[src/rtl/deadtime_ctrl.sv]
module deadtime_ctrl #(
  parameter int TMO_CYCLES  = 24,
  parameter int SYNC_STAGES = 2
) (
  input  logic clk,
  input  logic rst_n,
  input  logic pwm_i,
  input  logic sd_n_i,
  input  logic ls_en_i,
  input  logic crowbar_i,
  input  logic uvlo_i,
  input  logic sw_low_i,
  input  logic hg_low_i,
  input  logic lg_low_i,
  output logic hs_on_o,
  output logic ls_on_o
);
  localparam int NIN = 8;
  localparam int CW  = $clog2(TMO_CYCLES + 1) < 1 ? 1 : $clog2(TMO_CYCLES + 1);
  localparam logic [CW-1:0] TMO_LAST = CW'(TMO_CYCLES);

  logic [NIN-1:0] sync_q [SYNC_STAGES];
  logic cb, uv, sdn, lsen, pwm, swl, hgl, lgl;
  logic pwm_d, armed, tmo_hit, hs_nxt, ls_nxt;
  logic [CW-1:0] cnt;

  always_ff @(posedge clk or negedge rst_n) begin
    if (!rst_n) begin
      for (int i = 0; i < SYNC_STAGES; i++) sync_q[i] <= '0;
    end else begin
      sync_q[0] <= {crowbar_i, uvlo_i, sd_n_i, ls_en_i, pwm_i, sw_low_i, hg_low_i, lg_low_i};
      for (int i = 1; i < SYNC_STAGES; i++) sync_q[i] <= sync_q[i-1];
    end
  end

  assign {cb, uv, sdn, lsen, pwm, swl, hgl, lgl} = sync_q[SYNC_STAGES-1];

  always_ff @(posedge clk or negedge rst_n) begin
    if (!rst_n) begin
      pwm_d <= 1'b0;
      armed <= 1'b0;
      cnt   <= '0;
    end else begin
      pwm_d <= pwm;
      if (pwm) begin
        armed <= 1'b0;
        cnt   <= '0;
      end else if (pwm_d) begin
        armed <= 1'b1;
        cnt   <= '0;
      end else if (armed && cnt != TMO_LAST) begin
        cnt <= cnt + 1'b1;
      end
    end
  end

  assign tmo_hit = armed && (cnt == TMO_LAST);

  always_comb begin
    hs_nxt = 1'b0;
    ls_nxt = 1'b0;
    if (cb) begin
      ls_nxt = 1'b1;
    end else if (!uv && sdn) begin
      if (pwm) hs_nxt = hs_on_o | (lgl & ~ls_on_o);
      else     ls_nxt = lsen & (ls_on_o | (~hs_on_o & ((swl & hgl) | tmo_hit)));
    end
  end

  always_ff @(posedge clk or negedge rst_n) begin
    if (!rst_n) begin
      hs_on_o <= 1'b0;
      ls_on_o <= 1'b0;
    end else begin
      hs_on_o <= hs_nxt;
      ls_on_o <= ls_nxt;
    end
  end


  no_overlap_chk: assert property (@(posedge clk) disable iff (!rst_n)
    !(hs_on_o && ls_on_o));


  crowbar_force_chk: assert property (@(posedge clk) disable iff (!rst_n)
    cb |=> (ls_on_o && !hs_on_o));


  both_off_chk: assert property (@(posedge clk) disable iff (!rst_n)
    (!cb && (uv || !sdn)) |=> (!hs_on_o && !ls_on_o));


  ls_disable_chk: assert property (@(posedge clk) disable iff (!rst_n)
    (!cb && !lsen) |=> !ls_on_o);


  hs_after_ls_chk: assert property (@(posedge clk) disable iff (!rst_n)
    $rose(hs_on_o) |-> $past(!ls_on_o && lgl && pwm));


  ls_after_hs_chk: assert property (@(posedge clk) disable iff (!rst_n)
    ($rose(ls_on_o) && !$past(cb)) |-> $past(!hs_on_o && !pwm && ((swl && hgl) || tmo_hit)));


  tmo_cancel_chk: assert property (@(posedge clk) disable iff (!rst_n)
    pwm |=> !tmo_hit);
endmodule

[config.mk]
export PLATFORM = sky130hd
export DESIGN_NAME = deadtime_ctrl
export DESIGN_NICKNAME = d
export VERILOG_FILES = /design/src/rtl/deadtime_ctrl.sv
export SDC_FILE = /design/constraint.sdc
export NUM_CORES = 1
export LEC_CHECK = 0
export BUFFER_PORTS_ARGS = -buffer_cell sky130_fd_sc_hd__buf_2
export CAP_MARGIN = 20
export CORE_MARGIN = 3
export CORE_UTILIZATION = 56
export DETAILED_ROUTE_END_ITERATION = 6
export GPL_TIMING_DRIVEN = 1
export HOLD_SLACK_MARGIN = 0.1
export PLACE_DENSITY = 0.78
export SETUP_SLACK_MARGIN = 0.05
export SLEW_MARGIN = 20
export SYNTH_ARGS = -nofsm -noshare
export SYNTH_HDL_FRONTEND = slang
export SYNTH_SLANG_ARGS = --single-unit
[constraint.sdc]
create_clock -name clk -period 4.22 [get_ports clk]
set_input_delay 0.211 -clock clk [delete_from_list [all_inputs] [get_ports clk]]
set_output_delay 0.211 -clock clk [all_outputs]
set_load 0.02 [all_outputs]
==> flow_metrics.env <==
export IMPL_grtUsageTotal_pct=15.8
export IMPL_wirelength_mm=1.27
export IMPL_ctsLongestPathBuffers=2
export IMPL_syn_area_sq_um=853
export IMPL_avgSynthCellArea_sq_um=13.8
export IMPL_synth_seq_area_share_pct=73.3
export IMPL_drc=0
export IMPL_synth_seq_cells=25
export IMPL_drv_slew=0
export IMPL_cts_inserted_buffers=3
export IMPL_rsz0062_at_grt="false"
export IMPL_start_kind="flip-flop"
export IMPL_synth_compound_area_share_pct=6.45
export IMPL_synth_area_leader_cell="dfrtp_1"
export IMPL_cp_num_buf_inv=1
export IMPL_cp_end_kind="flip-flop"
export IMPL_io_pins=12
export IMPL_max_stage_delay_ns=0.42
export IMPL_htree_levels=1
export IMPL_final_common_cell="dfrtp_1"
export IMPL_final_antenna_net_count=0
export IMPL_m1WireLength_um=567
export IMPL_maxUsedRoutingLayer="met4"
export IMPL_routed_via_density=5.39
export IMPL_grt_max_degree=26
export IMPL_cts_setup_buffers=0
export IMPL_power_mw=0.377
export IMPL_yosysWarnings=0
export IMPL_async_flop_share_pct=100
export IMPL_layout_common_cells="dfrtp_1, buf_2, dlygate4sd3_1, inv_1, nor2_1"
export IMPL_cp_slowest_cell="dfrtp_1"
export IMPL_fmax_ghz=0.677
export IMPL_cp_data_arrival_time_ns=1.71
export IMPL_worst_pin_slew_ns=0.514
export IMPL_worstPathCellList="inv_1 -> ha_1 -> and4b_1 -> or3_1 -> a21boi_1"
export IMPL_design_die_area_sq_um=2030
export IMPL_io_buffers=11
export IMPL_crit_path_max_fanout=4
export IMPL_drt_first_pass_iters=4
export IMPL_syn_nets=74
export IMPL_slew_headroom_pct=65.7
export IMPL_rows=13
export IMPL_whs_ns=0.364
export IMPL_grt_ovfl_total=0
export IMPL_start_util_pct=62.5
export IMPL_synth_top_family_by_area="simple AND/OR/NAND/NOR gates"
export IMPL_synth_area_leaders="dfrtp_1, ha_1, xor2_1"
export IMPL_synth_edf_count=0
export IMPL_grt_antenna_before_repair=0
export IMPL_cts_root_buf="clkbuf_4"
export IMPL_wl_met2_um=638
export IMPL_cts_tree="yes"
export IMPL_final_nets=98
export IMPL_n_antenna_cell=0
export IMPL_p_sw_mw=0.0782
export IMPL_synth_xor_xnor_area_share_pct=2.05
export IMPL_setup_violations=0
export IMPL_hold_class="flip-flop to flip-flop"
export IMPL_die_x_um=45.0
export IMPL_synth_area_mux_share_pct=0
export IMPL_final_hold_violation_count=0
export IMPL_combPwrFrac_pct=6.1
export IMPL_gp_congestion=0.779
export IMPL_maxCapViolations=0
export IMPL_powerDensity_nw_per_um2=363
export IMPL_grt_pass1_wl_mm=2.23
export IMPL_ctsResizeCount=0
export IMPL_synth_top_area_share_pct=73.3
export IMPL_fin_crit_ns=1.48
export IMPL_hpwl_um=895
export IMPL_cts_sinks=25
export IMPL_seqPwrFrac_pct=67.9
export IMPL_critPathKind="flip-flop to flip-flop"
export IMPL_via_count=539
export IMPL_peakVddDrop_mv=0.263
export IMPL_status="finished clean"
export IMPL_drive_above_1_share_pct=16.5
export IMPL_drtIter0Drc=4
export IMPL_setup_tns_ns=0
export IMPL_die_height_um=45.0
export IMPL_area_growth_pct=21.8
export IMPL_cts_hold_buf=9
export IMPL_r2r_setup_slack_ns=2.74
export IMPL_syn_inst=62
export IMPL_path_clk_slew_ns=0.12
export IMPL_coreArea_sq_um=1370
export IMPL_wl_met3_um=48
export IMPL_crit_family="simple AND/OR/NAND/NOR gates"
export IMPL_internal_power_mw=0.299
export IMPL_period_share_pct=35.0
export IMPL_skew_ns=0.00454
export IMPL_routedWlPerCell_um=12.7
export IMPL_synth_fa_ha_area_share_pct=2.93
export IMPL_yosysUniqueCellTypes=21
export IMPL_clock_latency_ns=0.30
export IMPL_synthSimpleGateAreaFrac_pct=13.0
export IMPL_grt_pass1_vias=518
export IMPL_cp_required_ns=4.45
export IMPL_sw_frac_of_total_pct=20.7
export IMPL_power_share_clock_pct=25.9
export IMPL_synth_ff_type="dfrtp_1"
export IMPL_power_leakage_nw=0.474
==> area by class of cell <==
cell class	instances	area, sq um
clock buffers	4	26.3
repair buffers	20	145
multi-input cells	32	209
inverters	4	15.0
well taps	15	18.8
fillers	87	327
flip-flops and latches	25	626
==> cell families (layout without fill, tap and decap cells) <==
kind of cell / Yosys count / after routing
buf+inv: 5 / 28
flops: 25 / 25
simple gates: 19 / 19
xor+xnor: 2 / 2
fa+ha+maj: 2 / 2
compound gates: 9 / 9
==> cell usage after synthesis (2+ instances only) <==
library cell / number
dfrtp_1: 25
o21ai_0: 2
inv_1: 4
nor3_1: 2
nand4_1: 2
xor2_1: 2
a21oi_1: 3
ha_1: 2
nand2_1: 3
nand3_1: 2
nor2_1: 4
a21boi_0: 2
==> flip-flops by register name, indices dropped and copies added, names as in the netlist <==
register	count
sync_q	9
cnt	5
armed	1
cb	1
hgl	1
hs_on_o	1
lgl	1
ls_on_o	1
lsen	1
pwm	1
pwm_d	1
sdn	1
swl	1
==> stage by stage <==
| stage | worst slack (ns) | cells | util, % | cell area, sq um |
|---|---|---|---|---|
| 6_report | 2.74 | 100 | 76.1 | 1040 |
| 5_1_grt | 2.63 | 100 | 76.1 | 1040 |
| 4_1_cts | 2.75 | 100 | 76.1 | 1040 |
| 3_5_place_dp | 2.78 | 87 | 67.6 | 923 |
| 3_3_place_gp | 2.86 | 87 | 67.6 | 923 |
| 2_1_floorplan | 2.89 | 62 | - | 853 |
==> power by group through the flow <==
| stage | registers (mW) | logic, mW | clock network [mW] |
|---|---|---|---|
| 2_1_floorplan | 0.259 | 0.00697 | 0 |
| 3_3_place_gp | 0.260 | 0.0166 | 0 |
| 3_5_place_dp | 0.261 | 0.0173 | 0 |
| 4_1_cts | 0.256 | 0.0236 | 0.104 |
| 5_1_grt | 0.258 | 0.0262 | 0.111 |
| 6_report | 0.256 | 0.0231 | 0.0978 |
==> worst reg2reg max path, stage by stage (launching register included) <==
cell	delay, ns
dfrtp_1	0.42
inv_1	0.08
ha_1	0.22
and4b_1	0.23
or3_1	0.35
a21boi_1	0.13
==> layer usage <==
metal	vias to the layer above	global-route usage [%]
li1	258	-
met1	266	20.0
met2	13	25.1
met3	2	3.59
met4	0	8.77
met5	-	0
==> final timing paths <==
kind	cells after the start	start	end
min reg2reg	0	sync_q[8]$_DFF_PN0_	lgl$_DFF_PN0_
min in group asynchronous	2	rst_n	cnt[3]$_DFFE_PN0P_
min	0	sync_q[8]$_DFF_PN0_	lgl$_DFF_PN0_
max	5	cnt[0]$_DFFE_PN0P_	cnt[2]$_DFFE_PN0P_
max reg2reg	5	cnt[0]$_DFFE_PN0P_	cnt[2]$_DFFE_PN0P_
max in group asynchronous	2	rst_n	lsen$_DFF_PN0_
Note: power is estimated with default switching activity, not from simulation.
